## src/rtl/gpr_pkg.sv

```systemverilog
package gpr_pkg;
    parameter int unsigned GPR_COUNT  = 32;
    parameter int unsigned GPR_WIDTH  = 8;
    parameter int unsigned DSPACE_AW  = 16;
    parameter int unsigned PTR_COUNT  = 3;

    // selector for the kind of core write
    typedef enum logic {
        WR_BYTE = 1'b0,
        WR_PAIR = 1'b1
    } wr_kind_e;
endpackage

```

## src/rtl/gpr_read_mux.sv

```systemverilog
module gpr_read_mux #(
    parameter int unsigned NREG = gpr_pkg::GPR_COUNT,
    parameter int unsigned DW   = gpr_pkg::GPR_WIDTH,
    localparam int unsigned IW  = $clog2(NREG)
) (
    input  logic [NREG-1:0][DW-1:0] regs_i,
    input  logic [IW-1:0]           idx_i,
    output logic [DW-1:0]           data_o
);
    always_comb begin
        data_o = '0;
        if (int'(idx_i) < int'(NREG)) begin
            data_o = regs_i[idx_i];
        end
    end
endmodule

```

## src/rtl/gpr_write_ctrl.sv

```systemverilog
module gpr_write_ctrl #(
    parameter int unsigned NREG = gpr_pkg::GPR_COUNT,
    parameter int unsigned DW   = gpr_pkg::GPR_WIDTH,
    localparam int unsigned IW  = $clog2(NREG)
) (
    input  logic                     clk,
    input  logic                     rst,
    input  logic                     core_we_i,
    input  gpr_pkg::wr_kind_e        core_kind_i,
    input  logic [IW-1:0]            core_idx_i,
    input  logic [2*DW-1:0]          core_data_i,
    input  logic                     ds_we_i,
    input  logic [IW-1:0]            ds_idx_i,
    input  logic [DW-1:0]            ds_data_i,
    output logic [NREG-1:0]          we_o,
    output logic [NREG-1:0][DW-1:0]  wd_o
);
    logic [NREG-1:0] core_hit;
    logic [NREG-1:0] ds_hit;

    for (genvar r = 0; r < NREG; r++) begin : g_reg
        localparam logic [IW-1:0] RI = IW'(r);
        logic          pair_match;
        logic          byte_match;
        logic [DW-1:0] core_val;

        assign pair_match  = (core_idx_i[IW-1:1] == RI[IW-1:1]);
        assign byte_match  = (core_idx_i == RI);
        assign core_hit[r] = core_we_i &&
                             ((core_kind_i == gpr_pkg::WR_PAIR) ? pair_match : byte_match);
        assign core_val    = ((core_kind_i == gpr_pkg::WR_PAIR) && RI[0])
                             ? core_data_i[2*DW-1:DW] : core_data_i[DW-1:0];
        assign ds_hit[r]   = ds_we_i && (ds_idx_i == RI);
        // core write takes priority over the data-space write
        assign we_o[r]     = core_hit[r] || ds_hit[r];
        assign wd_o[r]     = core_hit[r] ? core_val : ds_data_i;
    end


    pair_two_hits_chk: assert property (@(posedge clk) disable iff (rst)
        (core_we_i && core_kind_i == gpr_pkg::WR_PAIR) |-> $countones(core_hit) == 2);


    byte_one_hit_chk: assert property (@(posedge clk) disable iff (rst)
        (core_we_i && core_kind_i == gpr_pkg::WR_BYTE) |-> $countones(core_hit) == 1);


    ds_single_hit_chk: assert property (@(posedge clk) disable iff (rst)
        $onehot0(ds_hit));
endmodule

```

## src/rtl/gpr_dspace.sv

```systemverilog
module gpr_dspace #(
    parameter int unsigned NREG = gpr_pkg::GPR_COUNT,
    parameter int unsigned DW   = gpr_pkg::GPR_WIDTH,
    parameter int unsigned MAW  = gpr_pkg::DSPACE_AW,
    localparam int unsigned IW  = $clog2(NREG)
) (
    input  logic [NREG-1:0][DW-1:0] regs_i,
    input  logic [MAW-1:0]          addr_i,
    input  logic                    we_i,
    input  logic [DW-1:0]           wdata_i,
    output logic                    ds_we_o,
    output logic [IW-1:0]           ds_idx_o,
    output logic [DW-1:0]           ds_wdata_o,
    output logic [DW-1:0]           rdata_o
);
    logic          in_range;
    logic [DW-1:0] hit_data;

    assign in_range   = (addr_i < MAW'(NREG));
    assign ds_idx_o   = addr_i[IW-1:0];
    assign ds_we_o    = we_i && in_range;
    assign ds_wdata_o = wdata_i;

    gpr_read_mux #(.NREG(NREG), .DW(DW)) u_ds_mux (
        .regs_i (regs_i),
        .idx_i  (ds_idx_o),
        .data_o (hit_data)
    );

    assign rdata_o = in_range ? hit_data : '0;
endmodule

```

## src/rtl/gpr_bank.sv

```systemverilog
module gpr_bank #(
    parameter int unsigned NREG = gpr_pkg::GPR_COUNT,
    parameter int unsigned DW   = gpr_pkg::GPR_WIDTH,
    parameter int unsigned MAW  = gpr_pkg::DSPACE_AW,
    localparam int unsigned IW  = $clog2(NREG),
    localparam int unsigned PW  = 2 * DW
) (
    input  logic          clk,
    input  logic          rst,
    input  logic [IW-1:0] rd_a_idx,
    output logic [DW-1:0] rd_a_data,
    input  logic [IW-1:0] rd_b_idx,
    output logic [DW-1:0] rd_b_data,
    input  logic [IW-1:0] rd_wide_idx,
    output logic [PW-1:0] rd_wide_data,
    input  logic          core_we,
    input  logic          core_wide,
    input  logic [IW-1:0] core_widx,
    input  logic [PW-1:0] core_wdata,
    output logic [PW-1:0] ptr_x,
    output logic [PW-1:0] ptr_y,
    output logic [PW-1:0] ptr_z,
    input  logic [MAW-1:0] mem_addr,
    input  logic          mem_we,
    input  logic [DW-1:0] mem_wdata,
    output logic [DW-1:0] mem_rdata
);
    localparam int unsigned NPTR     = gpr_pkg::PTR_COUNT;
    localparam int unsigned PTR_BASE = NREG - 2 * NPTR;
    localparam int unsigned NRD      = 2;

    typedef struct packed {
        logic [NREG-1:0][DW-1:0] regs;
    } state_t;

    state_t st_d, st_q;

    logic [NREG-1:0]          we_vec;
    logic [NREG-1:0][DW-1:0]  wd_vec;
    logic                     ds_we;
    logic [IW-1:0]            ds_idx;
    logic [DW-1:0]            ds_wdata;
    gpr_pkg::wr_kind_e        core_kind;

    assign core_kind = core_wide ? gpr_pkg::WR_PAIR : gpr_pkg::WR_BYTE;

    // ---------------- byte read ports ----------------
    logic [NRD-1:0][IW-1:0] rd_idx;
    logic [NRD-1:0][DW-1:0] rd_data;
    assign rd_idx[0] = rd_a_idx;
    assign rd_idx[1] = rd_b_idx;

    for (genvar p = 0; p < NRD; p++) begin : g_rd
        gpr_read_mux #(.NREG(NREG), .DW(DW)) u_mux (
            .regs_i (st_q.regs),
            .idx_i  (rd_idx[p]),
            .data_o (rd_data[p])
        );
    end
    assign rd_a_data = rd_data[0];
    assign rd_b_data = rd_data[1];

    // ---------------- pair read port ----------------
    logic [DW-1:0] wide_lo, wide_hi;
    gpr_read_mux #(.NREG(NREG), .DW(DW)) u_wide_lo (
        .regs_i (st_q.regs),
        .idx_i  ({rd_wide_idx[IW-1:1], 1'b0}),
        .data_o (wide_lo)
    );
    gpr_read_mux #(.NREG(NREG), .DW(DW)) u_wide_hi (
        .regs_i (st_q.regs),
        .idx_i  ({rd_wide_idx[IW-1:1], 1'b1}),
        .data_o (wide_hi)
    );
    assign rd_wide_data = {wide_hi, wide_lo};

    // ---------------- pointer views ----------------
    logic [NPTR-1:0][PW-1:0] ptr_view;
    for (genvar k = 0; k < NPTR; k++) begin : g_ptr
        assign ptr_view[k] = {st_q.regs[PTR_BASE + 2*k + 1], st_q.regs[PTR_BASE + 2*k]};
    end
    assign ptr_x = ptr_view[0];
    assign ptr_y = ptr_view[1];
    assign ptr_z = ptr_view[2];

    // ---------------- data-space port ----------------
    gpr_dspace #(.NREG(NREG), .DW(DW), .MAW(MAW)) u_dspace (
        .regs_i     (st_q.regs),
        .addr_i     (mem_addr),
        .we_i       (mem_we),
        .wdata_i    (mem_wdata),
        .ds_we_o    (ds_we),
        .ds_idx_o   (ds_idx),
        .ds_wdata_o (ds_wdata),
        .rdata_o    (mem_rdata)
    );

    // ---------------- write arbitration ----------------
    gpr_write_ctrl #(.NREG(NREG), .DW(DW)) u_wctrl (
        .clk         (clk),
        .rst         (rst),
        .core_we_i   (core_we),
        .core_kind_i (core_kind),
        .core_idx_i  (core_widx),
        .core_data_i (core_wdata),
        .ds_we_i     (ds_we),
        .ds_idx_i    (ds_idx),
        .ds_data_i   (ds_wdata),
        .we_o        (we_vec),
        .wd_o        (wd_vec)
    );

    // ---------------- state update ----------------
    always_comb begin
        st_d = st_q;
        for (int r = 0; r < int'(NREG); r++) begin
            if (we_vec[r]) begin
                st_d.regs[r] = wd_vec[r];
            end
        end
        if (rst) begin
            st_d = '0;
        end
    end

    always_ff @(posedge clk) begin
        st_q <= st_d;
    end

    // ---------------- assertions ----------------

    reset_clear_chk: assert property (@(posedge clk)
        rst |=> (st_q == '0));


    byte_write_chk: assert property (@(posedge clk) disable iff (rst)
        (core_we && !core_wide) |=>
            (st_q.regs[$past(core_widx)] == $past(core_wdata[DW-1:0])));


    pair_write_chk: assert property (@(posedge clk) disable iff (rst)
        (core_we && core_wide) |=>
            ((st_q.regs[{$past(core_widx[IW-1:1]), 1'b0}] == $past(core_wdata[DW-1:0])) &&
             (st_q.regs[{$past(core_widx[IW-1:1]), 1'b1}] == $past(core_wdata[PW-1:DW]))));


    core_priority_chk: assert property (@(posedge clk) disable iff (rst)
        (core_we && !core_wide && mem_we && (mem_addr == MAW'(core_widx))) |=>
            (st_q.regs[$past(core_widx)] == $past(core_wdata[DW-1:0])));


    oob_write_quiet_chk: assert property (@(posedge clk) disable iff (rst)
        (mem_we && !core_we && (mem_addr >= MAW'(NREG))) |=> (st_q == $past(st_q)));


    ds_read_agree_chk: assert property (@(posedge clk) disable iff (rst)
        (mem_addr == MAW'(rd_a_idx)) |-> (mem_rdata == rd_a_data));


    ptr_z_agree_chk: assert property (@(posedge clk) disable iff (rst)
        (rd_wide_idx[IW-1:1] == (IW-1)'((NREG - 2) / 2)) |-> (ptr_z == rd_wide_data));
endmodule

```

## config.mk

```make
export PLATFORM = sky130hd
export DESIGN_NAME = gpr_bank
export DESIGN_NICKNAME = d
export VERILOG_FILES = /design/src/rtl/gpr_pkg.sv /design/src/rtl/gpr_read_mux.sv /design/src/rtl/gpr_write_ctrl.sv /design/src/rtl/gpr_dspace.sv /design/src/rtl/gpr_bank.sv
export SDC_FILE = /design/constraint.sdc
export NUM_CORES = 1
export LEC_CHECK = 0
export BUFFER_PORTS_ARGS = -buffer_cell sky130_fd_sc_hd__buf_2
export CORE_UTILIZATION = 25
export CTS_CLUSTER_SIZE = 14
export DETAILED_ROUTE_END_ITERATION = 7
export PLACE_DENSITY = 0.42
export SLEW_MARGIN = 20
export SYNTH_ARGS = -nofsm -noshare
export SYNTH_HDL_FRONTEND = slang
export SYNTH_HIERARCHICAL = 1
export SYNTH_SLANG_ARGS = --single-unit
```

## constraint.sdc

```tcl
create_clock -name clk -period 2.7 [get_ports clk]
set_input_delay 0.27 -clock clk [delete_from_list [all_inputs] [get_ports clk]]
set_output_delay 0.27 -clock clk [all_outputs]
set_load 0.01 [all_outputs]
```

; Word level (Yosys, flattened, before mapping)
; Index checks and enable logic that the tools add are counted.
; Widths: inputs -> output; s select.
[totals]
reg_bits = 256
latchBits = 0
ramBits = 0
rom_bits = 0
output_inout_bits = 88
elab_cells = 292
memories = 0
[classes]
n_addsub = 0
multipliers = 0
n_div = 0
order_cmp = 6
eq_ne = 77
shifts = 0
n_mux = 77
bitwise_logic = 0
reduce_logical = 100
[op_table]
columns = operator, n
row1 = $mux 8, 39
row2 = $eq 5x5->1 const B, 32
row3 = $bmux 8 s5, 3
row4 = $eq 5x4->1 const B, 16
row5 = $logic_and 1x1->1, 65
row6 = $bmux 8 s4, 2
row7 = $eq 5x3->1 const B, 8
row8 = $mux 1, 33
row9 = $eq 4x4->1 const B, 8
row10 = $logic_or 1x1->1, 32
row11 = $lt 5x6->1 const B, 5
row12 = $eq 5x2->1 const B, 4
row13 = $eq 4x3->1 const B, 4
row14 = $lt 16x6->1 const B, 1
row15 = $eq 5x1->1 const B, 2
row16 = $logic_not 5->1, 2
row17 = $eq 4x2->1 const B, 2
row18 = $eq 4x1->1 const B, 1
row19 = $logic_not 4->1, 1

; Longest topological paths before layout
[logic_depth]
ltp_word = 4
ltp_mapped = 9
ltp_nobuf = 7

; Hierarchy
; Netlist, hierarchy kept.
[by_module_without_submodules]
columns = module, n_inst, cells_each, area_each_um2, seq_area_each_um2
row1 = gpr_read_mux, 5, 107, 1994.4, 0.0
row2 = gpr_bank, 1, 878, 9415.3, 5124.9
row3 = gpr_write_ctrl, 1, 425, 4241.6, 0.0
row4 = gpr_dspace, 1, 36, 345.3, 0.0

; Worst setup path before layout
; Ideal clock, no wire load.
[synth_timing]
path_kind = input to output
startpoint = input port mem_addr[2]
endpoint = output port mem_rdata[1]
t_arrival_ps = 2365
required_time_ps = 2430
slack_ps = 65
cell_stages = 7
path_cell_list = clkbuf_1 > clkbuf_1 > mux4_2 > mux4_2 > mux2_2 > or4b_2 > nor4_2
[synth_via]
elab_chain_len = 3
word_cells_on_any_way = 4
[synth_lines]
columns = item, line_no
row1 = from (decl), gpr_bank.sv:23  ; input logic [MAW-1:0] mem_addr,
row2 = $bmux 8 s5, gpr_read_mux.sv:13  ; data_o = regs_i[idx_i];
row3 = $mux 8 (not written as such), gpr_read_mux.sv:13
row4 = via u_dspace.hit_data[1], gpr_dspace.sv:17  ; logic [DW-1:0] hit_data;
row5 = $mux 8, gpr_dspace.sv:30  ; assign rdata_o = in_range ? hit_data : '0;
row6 = to (decl), gpr_bank.sv:26  ; output logic [DW-1:0] mem_rdata
; The timed path passes the listed nets, and every way through them passes these cells. The select of a mux whose other input is x is not followed.

; Worst setup path after layout
[layout_timing]
startpoint = register st_q[190] (netlist bit)
endpoint = output port mem_rdata[6]
[layout_via]
elab_chain_len = 3
[layout_lines]
columns = item, line_no
row1 = from (decl), gpr_bank.sv:36  ; state_t st_d, st_q;
row2 = from (signal assigned), gpr_bank.sv:127  ; st_q <= st_d;
row3 = $bmux 8 s5, gpr_read_mux.sv:13
row4 = $mux 8 (not written as such), gpr_read_mux.sv:13
row5 = via u_dspace.hit_data[6], gpr_dspace.sv:17
row6 = $mux 8, gpr_dspace.sv:30
; The timed path passes the listed nets, and every way through them passes these cells. The select of a mux whose other input is x is not followed.

==> reports/qor.yml <==
crit_path_end_kind: "primary output"
status: "complete, but fails checks"
maxSlewViolCount: 0
drt-initial-drc-count: 2263
top_layer: "met5"
cts.sinks: 256
final.setup_skew_ns: 0
syn-num-nets: 1939
p_leak_uw: 0.01060
ant_nets: 0
route.met2.wl_um: 49390
cts_buffers: 37
cp_max_fo: 2
grt_max_degree: 75
synth_top_area_cell: "mux4_2"
clkLatencyLatePin_ns: 0.56
synth_common_cells: "mux4_2, mux2_2, nor2_1"
yosysMostFrequentCell: "mux4_2"
tns_ns: -4.312
fillers: 9558
cts-root-buf: "clkbuf_16"
vdd_drop_max_v: 0.0003543
timing.rr.end: "ptr_z[12]"
synth_cell_type_count: 32
antenna_found_initial: 12
io_pins: 153
synth_edf_count: 0
violations: "setup timing"
yosys_warnings: 6
pwr_density_cell_nw_per_um2: 367.8
wl_per_cell_um: 32.74
avgSynthCellArea_um2: 12.79
slowest_delay_ns: 0.54
slew_headroom_pct: 46.63
drcViolationCount: 0
synthCells: 1874
start_util_pct: 25.23
gr-total-overflow: 0
worst_pin_slew_ns: 0.8005
dieArea_um2: 97140
cts_max_path_buffers: 3
startpoint: "st_q[190]"
gp_congestion: 0.8989
clkTransAtPathRegs_ns: 0.06
num_rows: 113
rsz0062_at_grt: "yes"
dieHeight_um: 311.7
vias: 19790
worstPathRequired_ns: 2.43
timing.final.ws_setup_ns: -0.2962
r2r_cells: 6
crit_top_cell: "mux4_2"
fmax_mhz: 333.8
arrival_ns: 2.73
synthFlopType: "dfxtp_1"
min_period_ns: 2.996
setup.worst_path.end: "mem_rdata[6]"
grt_usage_pct: 22.95
area_growth_pct: 26.35
drive_gt1_share_pct: 67.55
period_share_pct: 111.0
dp_hpwl_um: 83370
rr_startpoint: "ptr_z[12]"
ys_seq_area_share_pct: 21.38
coreArea_um2: 95010
tritoncts: "yes"
ys_async_sr_fraction_pct: 0
start_kind: "flip-flop"
report.final.setup_viol: 38
htreeDepth: 2
synth_top_area_share_pct: 37.58
wl_met3_um: 11680
cpMaxStageDelayCell: "mux4_2"
final_nets: 2236
grt_pass1_vias: 19790
dr.pass1.iters: 6
ys_ff_latch: 256
drt-met1-wl_um: 47740
antenna_cells: 0
fin_hold_ws_ns: 0.2506
die_w_um: 311.7
holdCritPathClass: "primary input to flip-flop"
critPathKind: "flip-flop to primary output"
drv_cap: 0
path_cells: "mux4_2 -> mux4_2 -> mux2_4 -> or4b_4 -> nor4_2 -> buf_2"
synth_area_um2: 23970
fin_util_pct: 31.88
numPortBuffers: 151
grt_pass1_wl_um: 158500
r2r_slack_ns: 1.47
routed_wirelength_um: 113400
vias_per_cell: 5.710
synth_top_cells_by_area: "mux4_2, dfxtp_1, mux2_2"
hold_viol_final: 0
## report_power, final
group | total (uW) | switching [uW] | internal (uW)
sequential | 3870 | 59.3 | 3810
combinational | 2110 | 1160 | 945
clock | 5160 | 2030 | 3130
total | 11100 | 3250 | 7890
## worst min path at each step
stage                   start   endpoint  slack [ns]  cells after the start
global placement     st_q[32]   st_q[32]        0.55                      2
global route              rst   st_q[45]        0.29                      2
detailed placement  st_q[116]  st_q[116]        0.55                      2
floorplan           st_q[160]  st_q[160]        0.52                      2
CTS                       rst   st_q[45]        0.28                      2
finish                    rst   st_q[45]        0.25                      2
## metrics by stage
stage	total power (uW)	instance area [um^2]	std cells	setup slack (ns)
after floorplan	5216	23970	1874	0.06529
after global placement	5968	27960	3361	-0.2487
after detailed placement	5990	27960	3361	-0.2504
after CTS	11210	30220	3460	-0.2878
after global routing	11470	30290	3465	-0.3134
final	11140	30290	3465	-0.2962
## sequential cells by signal (all words and copies together) (netlist names)
register / cells
st_q: 208
ptr_x: 16
ptr_z: 16
ptr_y: 16
## cells in the final DEF, fill, tap and decap left out, drive strengths merged
cell,n
clkbuf,60
or4b,10
nand4,2
nor2b,1
or2,3
clkinv,2
o22ai,32
nor4,9
nand4b,5
mux2,304
or4,1
nand2b,7
or3,2
mux2i,256
o21bai,32
clkinvlp,4
nand2,4
nand3b,4
conb,2
nand4bb,3
inv,1
nand3,3
mux4,400
bufinv,3
or3b,3
nor2,258
dfxtp,256
buf,533
## cell type report
| cell class | count | area, um^2 | area share, % |
|---|---|---|---|
| Tap cell | 1265 | 1583 | 5.225 |
| Clock inverter | 10 | 138.9 | 0.4585 |
| Sequential cell | 256 | 5330 | 17.60 |
| Multi-Input combinational cell | 1341 | 17400 | 57.43 |
| Timing Repair Buffer | 535 | 4726 | 15.60 |
| Clock buffer | 58 | 1117 | 3.689 |
## worst max-delay path: cells and delay by family (launching register included)
kind,cells,cell delay [ns]
simple gates,2,0.26
mux,3,1.39
flops,1,0.36
buf+inv,1,0.15
## cells by family (layout without fill, tap and decap cells)
group / Yosys count / count (layout) / synth area share, %
flip-flops: 256 / 256 / 21.38
AND/OR/NAND/NOR: 315 / 315 / 6.111
buffers and inverters: 277 / 603 / 6.795
AO/OA/AOI/OAI: 64 / 64 / 3.142
other: 2 / 2 / 0.03133
multiplexers: 960 / 960 / 62.54
## timing repair
item                                    4_1_cts  5_1_grt
resized for setup                           280       12
buffers inserted                             31        5
endpoints found under the setup margin       40       39
hold buffers                                  0        0
## layer usage
metal | up-vias | global-route usage [%]
met5 | - | 0
met4 | 14 | 8.300
met3 | 221 | 6.648
met2 | 1126 | 34.20
met1 | 10440 | 31.40
li1 | 7990 | -
No activity file was read; power rests on OpenSTA's default activity.
